--- src/rtl/pport_pkg.sv ---
package pport_pkg;

  typedef enum logic [1:0] {
    MODE_SPP  = 2'b00,
    MODE_EPP  = 2'b01,
    MODE_ECP  = 2'b10,
    MODE_ECP2 = 2'b11
  } portMode_e;

  localparam logic [1:0] OFS_DATA = 2'd0;
  localparam logic [1:0] OFS_STAT = 2'd1;
  localparam logic [1:0] OFS_CTRL = 2'd2;

  // Strobes from control to datapath
  typedef struct packed {
    logic wrData;
    logic wrCtrl;
    logic clrTmo;
    logic setTmo;
    logic ackRise;
  } regStrobes_t;

endpackage

--- src/rtl/pport_ctrl.sv ---
module pport_ctrl
  import pport_pkg::*;
#(
  parameter int unsigned CLK_HZ      = 50_000_000,
  parameter int unsigned TIMEOUT_US  = 10,
  parameter int unsigned SYNC_STAGES = 2
) (
  input  logic        clk,
  input  logic        rstN,
  input  logic [1:0]  busAddr,
  input  logic        busWrEn,
  input  logic        busWbit0,
  input  logic [1:0]  portMode,
  input  logic        eppCycleStart,
  input  logic        eppCycleDone,
  input  logic        ackNPin,
  output regStrobes_t strobes
);

  localparam int unsigned TO_CYCLES = (CLK_HZ / 1_000_000) * TIMEOUT_US;
  localparam int unsigned CW        = $clog2(TO_CYCLES + 1);

  logic          isEpp;
  logic          armNow;
  logic          toRun;
  logic [CW-1:0] toCnt;
  logic          expire;

  assign isEpp  = (portMode == MODE_EPP);
  assign armNow = eppCycleStart && isEpp;
  assign expire = toRun && !eppCycleDone && !armNow && (toCnt == CW'(TO_CYCLES - 1));

  always_ff @(posedge clk) begin
    if (!rstN) begin
      toRun <= 1'b0;
      toCnt <= '0;
    end else if (armNow) begin
      toRun <= 1'b1;
      toCnt <= '0;
    end else if (toRun) begin
      if (eppCycleDone || expire) begin
        toRun <= 1'b0;
        toCnt <= '0;
      end else begin
        toCnt <= toCnt + 1'b1;
      end
    end
  end

  // Acknowledge synchroniser plus one edge-detect stage
  logic [SYNC_STAGES:0] ackPipe;

  always_ff @(posedge clk) begin
    if (!rstN) ackPipe <= '1;
    else       ackPipe <= {ackPipe[SYNC_STAGES-1:0], ackNPin};
  end

  always_comb begin
    strobes.wrData  = busWrEn && (busAddr == OFS_DATA);
    strobes.wrCtrl  = busWrEn && (busAddr == OFS_CTRL);
    strobes.clrTmo  = busWrEn && (busAddr == OFS_STAT) && busWbit0;
    strobes.setTmo  = expire;
    strobes.ackRise = ackPipe[SYNC_STAGES-1] && !ackPipe[SYNC_STAGES];
  end


  run_bound_chk: assert property (@(posedge clk) disable iff (!rstN)
    toRun |-> (toCnt < CW'(TO_CYCLES)));


  done_stops_chk: assert property (@(posedge clk) disable iff (!rstN)
    (toRun && eppCycleDone && !armNow) |=> !toRun);


  ack_rise_gap_chk: assert property (@(posedge clk) disable iff (!rstN)
    strobes.ackRise |=> !strobes.ackRise);

endmodule

--- src/rtl/pport_dpath.sv ---
module pport_dpath
  import pport_pkg::*;
(
  input  logic        clk,
  input  logic        rstN,
  input  regStrobes_t strobes,
  input  logic [1:0]  busAddr,
  input  logic [7:0]  busWdata,
  input  logic [1:0]  portMode,
  input  logic        busyPin,
  input  logic        ackNPin,
  input  logic        pePin,
  input  logic        slctPin,
  input  logic        errNPin,
  output logic [7:0]  busRdata,
  output logic [7:0]  pdOut,
  output logic        strobeNPin,
  output logic        afdNPin,
  output logic        initNPin,
  output logic        slinNPin,
  output logic        dirOut,
  output logic        ackIrq
);

  logic [7:0] dataReg;
  logic       dirReg;
  logic       irqEn;
  logic       slinBit;
  logic       initBit;
  logic       afdBit;
  logic       stbBit;
  logic       tmoFlag;

  always_ff @(posedge clk) begin
    if (!rstN) begin
      dataReg <= 8'h00;
    end else if (strobes.wrData) begin
      dataReg <= busWdata;
    end
  end

  always_ff @(posedge clk) begin
    if (!rstN) begin
      dirReg  <= 1'b0;
      irqEn   <= 1'b0;
      slinBit <= 1'b0;
      initBit <= 1'b0;
      afdBit  <= 1'b0;
      stbBit  <= 1'b0;
    end else if (strobes.wrCtrl) begin
      dirReg  <= busWdata[5];
      irqEn   <= busWdata[4];
      slinBit <= busWdata[3];
      initBit <= busWdata[2];
      afdBit  <= busWdata[1];
      stbBit  <= busWdata[0];
    end
  end

  // Expiry wins over a clear on the same edge
  always_ff @(posedge clk) begin
    if (!rstN)               tmoFlag <= 1'b0;
    else if (strobes.setTmo) tmoFlag <= 1'b1;
    else if (strobes.clrTmo) tmoFlag <= 1'b0;
  end

  logic sppMode;
  logic eppMode;
  assign sppMode = (portMode == MODE_SPP);
  assign eppMode = (portMode == MODE_EPP);

  assign pdOut      = dataReg;
  assign slinNPin   = ~slinBit;
  assign initNPin   = initBit;
  assign afdNPin    = ~afdBit;
  assign strobeNPin = ~stbBit;
  assign dirOut     = dirReg | sppMode;
  assign ackIrq     = strobes.ackRise & irqEn;

  logic [7:0] statByte;
  logic [7:0] ctrlByte;

  always_comb begin
    statByte = {~busyPin, ackNPin, pePin, slctPin, errNPin, 2'b11,
                (eppMode ? tmoFlag : 1'b1)};
    ctrlByte = {2'b11, dirOut, irqEn, ~slinNPin, initNPin, ~afdNPin, ~strobeNPin};
    case (busAddr)
      OFS_DATA: busRdata = dataReg;
      OFS_STAT: busRdata = statByte;
      OFS_CTRL: busRdata = ctrlByte;
      default:  busRdata = 8'h00;
    endcase
  end


  data_hold_chk: assert property (@(posedge clk) disable iff (!rstN)
    !strobes.wrData |=> $stable(dataReg));


  tmo_set_chk: assert property (@(posedge clk) disable iff (!rstN)
    strobes.setTmo |=> tmoFlag);


  tmo_clr_chk: assert property (@(posedge clk) disable iff (!rstN)
    (strobes.clrTmo && !strobes.setTmo) |=> !tmoFlag);


  tmo_sticky_chk: assert property (@(posedge clk) disable iff (!rstN)
    (tmoFlag && !strobes.clrTmo) |=> tmoFlag);


  irq_pulse_chk: assert property (@(posedge clk) disable iff (!rstN)
    ackIrq |=> !ackIrq);

endmodule

--- src/rtl/pport_regs.sv ---
module pport_regs
  import pport_pkg::*;
#(
  parameter int unsigned CLK_HZ     = 50_000_000,
  parameter int unsigned TIMEOUT_US = 10
) (
  input  logic       clk,
  input  logic       rstN,
  input  logic [1:0] busAddr,
  input  logic       busWrEn,
  input  logic [7:0] busWdata,
  output logic [7:0] busRdata,
  input  logic [1:0] portMode,
  input  logic       eppCycleStart,
  input  logic       eppCycleDone,
  input  logic       busyPin,
  input  logic       ackNPin,
  input  logic       pePin,
  input  logic       slctPin,
  input  logic       errNPin,
  output logic [7:0] pdOut,
  output logic       strobeNPin,
  output logic       afdNPin,
  output logic       initNPin,
  output logic       slinNPin,
  output logic       dirOut,
  output logic       ackIrq
);

  regStrobes_t strobes;

  pport_ctrl #(
    .CLK_HZ     (CLK_HZ),
    .TIMEOUT_US (TIMEOUT_US),
    .SYNC_STAGES(2)
  ) u_ctrl (
    .clk          (clk),
    .rstN         (rstN),
    .busAddr      (busAddr),
    .busWrEn      (busWrEn),
    .busWbit0     (busWdata[0]),
    .portMode     (portMode),
    .eppCycleStart(eppCycleStart),
    .eppCycleDone (eppCycleDone),
    .ackNPin      (ackNPin),
    .strobes      (strobes)
  );

  pport_dpath u_dpath (
    .clk       (clk),
    .rstN      (rstN),
    .strobes   (strobes),
    .busAddr   (busAddr),
    .busWdata  (busWdata),
    .portMode  (portMode),
    .busyPin   (busyPin),
    .ackNPin   (ackNPin),
    .pePin     (pePin),
    .slctPin   (slctPin),
    .errNPin   (errNPin),
    .busRdata  (busRdata),
    .pdOut     (pdOut),
    .strobeNPin(strobeNPin),
    .afdNPin   (afdNPin),
    .initNPin  (initNPin),
    .slinNPin  (slinNPin),
    .dirOut    (dirOut),
    .ackIrq    (ackIrq)
  );

endmodule

--- config.mk ---
export PLATFORM = sky130hd
export DESIGN_NAME = pport_regs
export DESIGN_NICKNAME = d
export VERILOG_FILES = /design/src/rtl/pport_pkg.sv /design/src/rtl/pport_ctrl.sv /design/src/rtl/pport_dpath.sv /design/src/rtl/pport_regs.sv
export SDC_FILE = /design/constraint.sdc
export NUM_CORES = 1
export LEC_CHECK = 0
export BUFFER_PORTS_ARGS = -buffer_cell sky130_fd_sc_hd__buf_2
export CORE_AREA = 2 2 58 60
export DETAILED_ROUTE_END_ITERATION = 10
export DIE_AREA = 0 0 60 62
export GPL_TIMING_DRIVEN = 0
export HOLD_SLACK_MARGIN = 0.15
export PLACE_DENSITY = 0.71
export SLEW_MARGIN = 20
export SYNTH_ARGS = -nofsm -noshare
export SYNTH_HDL_FRONTEND = slang
export SYNTH_SLANG_ARGS = --single-unit
--- constraint.sdc ---
create_clock -name clk -period 2.2 [get_ports clk]
set_clock_uncertainty 0.2 [all_clocks]
set_input_delay 0.44 -clock clk [delete_from_list [all_inputs] [get_ports clk]]
set_output_delay 0.44 -clock clk [all_outputs]
set_load 0.03 [all_outputs]
==> results of run 1 <==
[metrics by stage]
stage / worst slack [ps] / util (%) / hold slack [ps] / cell area [um2]
floorplan: 145 / - / 186 / 1350
global placement: 107 / 51.0 / 190 / 1620
detailed placement: 135 / 51.0 / 192 / 1620
CTS: 104 / 53.1 / 152 / 1690
global route: 39.6 / 53.8 / 160 / 1710
finish: 110 / 53.8 / 166 / 1710
[power by group through the flow]
stage	logic [uW]	registers (uW)	clock network, uW
2_1_floorplan	84.9	547	0
3_5_place_dp	149	538	0
3_3_place_gp	148	538	0
4_1_cts	154	527	256
5_1_grt	171	529	283
6_report	156	527	250
[cell families (layout without fill, tap and decap cells)]
group	count (synthesis)	in the layout	synth area share, %
simple gates	81	81	29.8
fa+ha+maj	1	1	0.925
buf+inv	13	64	4.44
compound gates	41	41	20.4
mux	4	4	2.96
flops	28	28	41.4
[routing by layer]
| metal | vias to the layer above | share of wire (%) |
|---|---|---|
| li1 | 689 | - |
| met1 | 609 | 46 |
| met2 | 31 | 49 |
| met3 | 2 | 4.6 |
| met4 | 0 | 0.37 |
| met5 | - | 0 |
[final cells by class]
| cell class | count | area, um2 |
|---|---|---|
| multi-input cells | 127 | 734 |
| clock buffers | 4 | 36.3 |
| well taps | 46 | 57.6 |
| plain buffers | 9 | 45.0 |
| repair buffers | 47 | 260 |
| flip-flops and latches | 28 | 561 |
| inverters | 4 | 15.0 |
| fillers | 327 | 1470 |
[placed cells by master, fill, tap and decap left out, types with 2 or more instances in the layout]
| cell | count |
|---|---|
| sky130_fd_sc_hd__nand2_1 | 37 |
| sky130_fd_sc_hd__inv_1 | 4 |
| sky130_fd_sc_hd__dlygate4sd3_1 | 5 |
| sky130_fd_sc_hd__nand2b_1 | 6 |
| sky130_fd_sc_hd__clkbuf_1 | 4 |
| sky130_fd_sc_hd__nor2_1 | 7 |
| sky130_fd_sc_hd__and3b_1 | 2 |
| sky130_fd_sc_hd__a311oi_1 | 2 |
| sky130_fd_sc_hd__nand3_1 | 12 |
| sky130_fd_sc_hd__nor3_1 | 3 |
| sky130_fd_sc_hd__clkbuf_4 | 3 |
| sky130_fd_sc_hd__buf_2 | 45 |
| sky130_fd_sc_hd__a21oi_1 | 4 |
| sky130_fd_sc_hd__nand4bb_1 | 2 |
| sky130_fd_sc_hd__a21boi_0 | 14 |
| sky130_fd_sc_hd__a31oi_1 | 3 |
| sky130_fd_sc_hd__mux2i_1 | 4 |
| sky130_fd_sc_hd__o21ai_0 | 10 |
| sky130_fd_sc_hd__a22oi_1 | 2 |
| sky130_fd_sc_hd__dfxtp_1 | 28 |
| sky130_fd_sc_hd__nand4_1 | 2 |
[cell usage after synthesis (all sizes together), types with 2 or more instances]
master / instances / area share [%]
and3b: 2 / 1.3
nor3: 3 / 1.1
a21oi: 4 / 1.5
clkbuf: 4 / 1.1
buf: 5 / 2.2
a311oi: 2 / 1.3
nand4: 2 / 0.92
nand2: 37 / 10
nand2b: 6 / 2.8
nor2: 7 / 1.9
o21ai: 10 / 3.7
nand3: 12 / 4.4
a21boi: 14 / 7.8
a31oi: 3 / 1.4
o31a: 2 / 1.4
nor2b: 2 / 0.92
inv: 4 / 1.1
dfxtp: 28 / 41
a22oi: 2 / 1.1
nand4bb: 2 / 1.7
mux2i: 4 / 3.0
[sequential cells by signal (all words and copies together) (netlist names)]
name and cells:
u_dpath.stbBit 1, u_ctrl.ackPipe 3, u_dpath.irqEn 1, u_dpath.pdOut 8, u_ctrl.toCnt 9, u_dpath.tmoFlag 1, u_ctrl.toRun 1, u_dpath.dirReg 1
u_dpath.afdBit 1, u_dpath.slinBit 1, u_dpath.initNPin 1
[tightest hold or removal path: stages]
cell and delay (ps):
sky130_fd_sc_hd__buf_2 110, sky130_fd_sc_hd__nand2_1 50, sky130_fd_sc_hd__a21boi_0 60
[path summary, 6_finish.rpt]
kind                                     start                            end
hold / removal                     busWdata[2]  u_dpath.pdOut[2]$_SDFFE_PN0P_
setup reg to reg  u_ctrl.toCnt[0]$_SDFFE_PP0P_   u_ctrl.toCnt[1]$_SDFFE_PP0P_
setup / recovery                       ackNPin                    busRdata[6]
hold reg to reg   u_ctrl.ackPipe[0]$_SDFF_PN1_   u_ctrl.ackPipe[1]$_SDFF_PN1_
[timing repair]
action / in CTS / in global routing
gates resized for setup: 0 / 1
hold buffers: 3 / 2
endpoints found under the setup margin: 0 / 1
hold endpoints to repair: 3 / 2
==> summary.md, run 1 <==
| Metric | Value |
|---|---|
| R2r worst-path depth | `6` |
| Layout net count | `243` |
| Number of nets in the synthesized netlist | `191` |
| Number of synthesized flops with an enable pin | `0` |
| GRT met2 Usage | `31.2%` |
| Power per standard cell area | `546 nW/um2` |
| Routed wire per std cell | `12.1 um` |
| Outcome | `finished clean` |
| Share of final-layout standard cells stronger than drive strength 1 | `24.2%` |
| Yosys cell types | `37` |
| Synthesis-stage register bit count | `28` |
| Max-Slew Margin vs Limit | `71.5%` |
| Die Footprint | `3720 um2` |
| Drt via density | `5.02` |
| Area growth syn-to-layout | `26.4%` |
| Detailed Place HPWL | `2.32 mm` |
| Drt total wl | `3.20 mm` |
| Global-route track usage on met3 | `2.28%` |
| Port-buffer cells | `42` |
| Boundary Pins | `44` |
| ANT cells | `0` |
| Horizontal extent of the die | `60 um` |
| Number of hold violations in the final report | `0` |
| Clock tree root driver cell | `sky130_fd_sc_hd__clkbuf_4` |
| IR Drop Worst-Case VDD | `0.000294 V` |
| Filler-free cell count of the finished design | `265` |
| Number of nets with antenna violations after routing | `0` |
| Deepest level of the CTS H-tree | `1` |
| Core Area | `3180 um2` |
| GR Overflow Total | `0` |
| Yosys Warn Count | `0` |
| Maximum number of buffers from clock root to sink | `2` |
| Worst-skew pair later-pin latency | `320 ps` |
| Instance count of the mapped netlist | `168` |
| Required time of the critical path | `1560 ps` |
| Layer carrying the most global-route usage | `met2` |
| Share of power burned in the clock network | `26.8%` |
| Maximum Capacitance Violations | `0` |
| Clock transition at the register clock pins on the worst setup and hold paths after CTS | `150 ps` |
| Worst Max-Slew Pin Slew | `427 ps` |
| Sink count of the clock tree | `28` |
| Most frequent cell on the critical path | `sky130_fd_sc_hd__buf_2` |
| Vias in the first global route | `1,149` |
| Share of the cycle needed by the critical path after routing | `95.0%` |
| Total vias in the final route | `1,331` |
| Std-Cell Rows | `21` |
| Global placer's final weighted congestion | `0.806` |
| Total setup violations reported at the end of the flow | `0` |
| Initial core utilization | `42.5%` |
| TritonCTS clock tree | `built` |
| Path category of the worst min-delay check | `primary input to flop` |
| Kind of capture point of the worst setup path | `primary output` |
| Switch Pwr | `254 uW` |
| Cell area after technology mapping | `1350 um2` |
| Starting DRC count in detailed routing | `28` |
| Setup slack of the most critical reg-to-reg path | `360 ps` |
| WS Path Type | `primary input to primary output` |
| Switching Fraction | `27.2%` |
| Sum of internal, switching and leakage power | `933 uW` |
| Share of synthesized area occupied by flip-flops and latches | `41.4%` |
| Buffers and inverters on the worst path | `3` |
| Max Transition Viols Final | `0` |
| Fraction of registers with async set/reset | `0%` |
| Sequential power share | `56.5%` |
| Total DRC errors in the routed layout | `0` |
| Total clock buffers created by CTS | `3` |
| Number of antenna violations at the first check in global routing | `0` |
| Total negative setup slack | `0 ps` |
| F_max | `0.478 GHz` |
| Flip-flop cell with the highest count after synthesis | `sky130_fd_sc_hd__dfxtp_1` |
| Setup Buffers After CTS | `0` |
| Static leakage power | `0.000671 uW` |
| Crit-path cells | `dlygate4sd3_1, buf_2, nand2b_1, a21oi_1, buf_2` |
| Height of the chip | `62 um` |
| Final critical path time including I/O delays and setup | `2090 ps` |
| Slowest stage delay, CP | `520 ps` |
| Per-instance average area after synthesis | `8.05 um2` |
| Arrival time of data at the critical path endpoint | `1450 ps` |
| Worst Hold Depth | `3` |
| Placed cells | `256` |
| RSZ-0062 raised after global routing | `false` |
| Int Pwr | `679 uW` |
| DR pass1 iterations | `4` |
| Startpoint class of the critical path | `primary input` |
| Library cell contributing the largest single delay on the critical path | `sky130_fd_sc_hd__dlygate4sd3_1` |
| Overall global routing resource usage | `17.9%` |
| Worst Path Max Fanout | `2` |
| Pin count of the biggest net entering global routing | `16` |
| Largest delay contributor family on the critical path | `buffers and inverters` |
| Fraction of met1 tracks used by global routing | `23.4%` |
| Wire length of the first global-routing pass | `5.07 mm` |
| Levels on crit path | `5` |
| Comb power frac | `16.7%` |
Power figures use the tool's default switching activity.
==> run 2, diff against run 1 <==
Settings changed: ABC_AREA set to 1, CORE_AREA 2 2 58 60 to 2 2 59 61, DIE_AREA 0 0 60 62 to 0 0 61 63, PLACE_DENSITY 0.71 to 0.69.
==> run 2 against run 1 <==
Against the previous run:
- combinational power rose by 13%
- sequential share of layout area grew 0.56 points
- power is 1.3% lower
- count of clock-buffer cells in the layout down 1
- via count up 7.0%
- hold slack got worse by 3.8 ps
- non-clock buffer count fell by 9
- first-iteration DRC count is 43% higher
- routed wire length rose by 3.9%
- utilization down 1.8 points
- sequential cell count stayed put
==> summary.md, run 2 <==
| Metric | Value |
|---|---|
| Maximum number of buffers from clock root to sink | `2 (unchanged)` |
| Horizontal extent of the die | `61 um (+1.7%)` |
| Final critical path time including I/O delays and setup | `2170 ps (+75.9 ps)` |
| Routed wire per std cell | `11.4 um (-6.1%)` |
| Maximum Capacitance Violations | `0 (unchanged)` |
| GR Overflow Total | `0 (unchanged)` |
| Worst Path Max Fanout | `2 (unchanged)` |
| Overall global routing resource usage | `19.2% (+1.4 points)` |
| Instance count of the mapped netlist | `200 (+19%)` |
| Yosys cell types | `21 (-43%)` |
| Starting DRC count in detailed routing | `40 (+43%)` |
| Library cell contributing the largest single delay on the critical path | `sky130_fd_sc_hd__dlygate4sd3_1` |
| Required time of the critical path | `1560 ps (about the same)` |
| Crit-path cells | `dlygate4sd3_1, buf_2, inv_1, o211ai_1, buf_4` |
| Number of antenna violations at the first check in global routing | `0 (unchanged)` |
| Total clock buffers created by CTS | `3 (unchanged)` |
| Fraction of registers with async set/reset | `0% (unchanged)` |
| XOR/XNOR share of the synthesized area | `0% (unchanged)` |
| Number of hold violations in the final report | `0 (unchanged)` |
| Clock transition at the register clock pins on the worst setup and hold paths after CTS | `140 ps (about the same)` |
| Largest delay contributor family on the critical path | `buffers and inverters` |
| Sink count of the clock tree | `28 (unchanged)` |
| Per-instance average area after synthesis | `6.85 um2 (-15%)` |
| Commonest cells after routing, fill and taps aside | `sky130_fd_sc_hd__nand2_1, sky130_fd_sc_hd__buf_2, sky130_fd_sc_hd__dfxtp_1` |
| Most common library cell in the layout ignoring fill and taps | `sky130_fd_sc_hd__nand2_1` |
| Number of nets in the synthesized netlist | `223 (+17%)` |
| Simple-gate share of the synthesized area | `30.9% (+1.1 points)` |
| Pin count of the biggest net entering global routing | `15 (-1)` |
| Number of inserted filler cells in the final layout | `344 (+5.2%)` |
| ANT cells | `0 (unchanged)` |
| WS Path Type | `primary input to primary output` |
| Startpoint class of the critical path | `primary input` |
| Worst Max-Slew Pin Slew | `399 ps (-28.3 ps)` |
| Number of nets with antenna violations after routing | `0 (unchanged)` |
| Commonest cells post-synth | `sky130_fd_sc_hd__nand2_1, sky130_fd_sc_hd__dfxtp_1, sky130_fd_sc_hd__nor2_1` |
| Yosys Warn Count | `0 (unchanged)` |
| Std-Cell Rows | `21 (unchanged)` |
| Core Area | `3230 um2 (+1.7%)` |
| Global placer's final weighted congestion | `0.842 (+4.5%)` |
| Outcome | `finished clean` |
| Largest area contributor in the synthesized netlist | `sky130_fd_sc_hd__dfxtp_1` |
| F_max | `0.462 GHz (-3.5%)` |
| Cell area after technology mapping | `1370 um2 (+1.3%)` |
| Kind of capture point of the worst setup path | `primary output` |
| Drt total wl | `3.33 mm (+3.9%)` |
| Static leakage power | `0.000726 uW (+8.2%)` |
| Flip-flop count of the largest register after layout | `9 (unchanged)` |
| Total setup violations reported at the end of the flow | `0 (unchanged)` |
| Drt via density | `4.86 (-3.2%)` |
| Height of the chip | `63 um (+1.6%)` |
| Total negative setup slack | `0 ps (unchanged)` |
| Multiplexer share of the synthesized area | `0% (-3.0 points)` |
| Worst Hold Slack | `162 ps (-3.76 ps)` |
| Number of synthesized flops with an enable pin | `0 (unchanged)` |
| Max-Slew Margin vs Limit | `73.4% (+1.9 points)` |
| Post-synth top area share | `40.9% (-0.53 points)` |
| Flip-flop cell with the highest count after synthesis | `sky130_fd_sc_hd__dfxtp_1` |
| Wire length of the first global-routing pass | `5.74 mm (+13%)` |
| Buffers and inverters on the worst path | `4 (+1)` |
| Path category of the worst min-delay check | `primary input to flop` |
| Dominant combinational cell family by area after synthesis | `simple AND/OR/NAND/NOR gates` |
| Detailed Place HPWL | `2.48 mm (+6.9%)` |
| Share of the cycle needed by the critical path after routing | `98.5% (+3.5 points)` |
| Fraction of the core area covered by cells at the end of the flow | `52.0% (-1.8 points)` |
| TritonCTS clock tree | `built` |
| Total DRC errors in the routed layout | `0 (unchanged)` |
| Largest Register | `u_ctrl.toCnt` |
| Deepest level of the CTS H-tree | `1 (unchanged)` |
| Power per standard cell area | `548 nW/um2 (+0.37%)` |
| DR pass1 iterations | `4 (unchanged)` |
| Clock tree root driver cell | `sky130_fd_sc_hd__clkbuf_4` |
| Initial core utilization | `42.4% (-0.15 points)` |
| RSZ-0062 raised after global routing | `false` |
| Boundary Pins | `44 (unchanged)` |
| Die Footprint | `3840 um2 (+3.3%)` |
| Vias in the first global route | `1,336 (+16%)` |
| Post-Place Setup Slack | `-39.1 ps (-174 ps)` |
| Area of all placed cells without fillers | `1680 um2 (-1.7%)` |
| Area growth syn-to-layout | `22.6%` |
| Most frequent cell after synthesis | `sky130_fd_sc_hd__nand2_1` |
| Total vias in the final route | `1,424 (+7.0%)` |
| Post-synthesis adder-cell area fraction | `0.913% (-0.012 points)` |
| Port-buffer cells | `43 (+2.4%)` |
| Post-place instance area | `1640 um2 (+1.4%)` |
| Synth Area in Compound Gates | `18.3% (-2.2 points)` |
| Share of synthesized area occupied by flip-flops and latches | `40.9% (-0.53 points)` |
| Worst-skew pair later-pin latency | `320 ps (about the same)` |
| Arrival time of data at the critical path endpoint | `1530 ps (+80 ps)` |
| Max Transition Viols Final | `0 (unchanged)` |
| Largest cells by area after synthesis | `sky130_fd_sc_hd__dfxtp_1, sky130_fd_sc_hd__nand2_1, sky130_fd_sc_hd__o21ai_0, sky130_fd_sc_hd__nor2_1, sky130_fd_sc_hd__inv_1` |
| Synthesis-stage register bit count | `28 (unchanged)` |
| Share of final-layout standard cells stronger than drive strength 1 | `24.7% (+0.50 points)` |
| Worst Slack Setup Final | `33.9 ps (-75.9 ps)` |
| Slowest stage delay, CP | `530 ps (about the same)` |
| IR Drop Worst-Case VDD | `0.000343 V (+17%)` |
| Layout net count | `272 (+12%)` |
[run 2: cell types whose count changed after synthesis, sizes merged, moves of 4 or more]
cell	delta
inv	+23
nor2	+21
a21boi	-14
a21oi	+13
nand2	+13
o21ai	+11
o211ai	+7
nand2b	-6
mux2i	-4
[run 2: logic make-up after synthesis]
family,after synthesis
simple gates,95
flops,28
buf+inv,30
fa+ha+maj,1
compound gates,46
[run 2: report_power, final]
part	internal, uW	total (uW)	leakage (uW)	switching [uW]
registers	524	532	0.000228	8.17
clock network	64.2	212	0.0000138	148
logic	56.5	177	0.000484	120
[run 2: worst paths after layout]
path / from / endpoint / slack [ps] / depth (start not counted)
worst max-delay path: ackNPin / busRdata[6] / 30 / 5
worst min-delay path: busWdata[7] / u_dpath.pdOut[7]$_SDFFE_PN0P_ / 160 / 3
worst max register to register: u_ctrl.toCnt[1]$_SDFFE_PP0P_ / u_ctrl.toCnt[6]$_SDFFE_PP0P_ / 610 / 8
worst min register to register: u_ctrl.ackPipe[0]$_SDFF_PN1_ / u_ctrl.ackPipe[1]$_SDFF_PN1_ / 230 / 1
[run 2: routing by layer]
layer / global-route usage (%) / routed length, um / vias up
li1: - / - / 746
met1: 26.3 / 1580 / 641
met2: 30.8 / 1590 / 35
met3: 1.86 / 135 / 2
met4: 7.07 / 23 / 0
met5: 0 / 0 / -
[run 2: timing repair]
action | CTS | global route
hold endpoints to repair | 1 | 0
endpoints found under the setup margin | 1 | 1
hold buffers | 1 | 0
gates resized for setup | 1 | 2
cloned | 0 | 0
setup buffers | 0 | 0
[run 2: layout make-up]
cell class | count | area (um2) | share of cell area (%)
multi-input combinational | 142 | 688 | 41.0
buffer | 3 | 22.5 | 1.34
clock buffer | 3 | 22.5 | 1.34
tap | 46 | 57.6 | 3.43
inverter | 27 | 101 | 6.03
timing repair buffer | 44 | 228 | 13.6
sequential | 28 | 561 | 33.4
[run 2: per-stage QoR]
step	power (uW)	cells
after global routing	962	293
after floorplan	652	200
after CTS	928	293
after detailed placement	718	289
after global placement	717	289
final	921	293
[run 2: worst min-delay path: stages]
cell and delay (ps):
sky130_fd_sc_hd__buf_2 70, sky130_fd_sc_hd__o21ai_0 70, sky130_fd_sc_hd__nor2_1 80
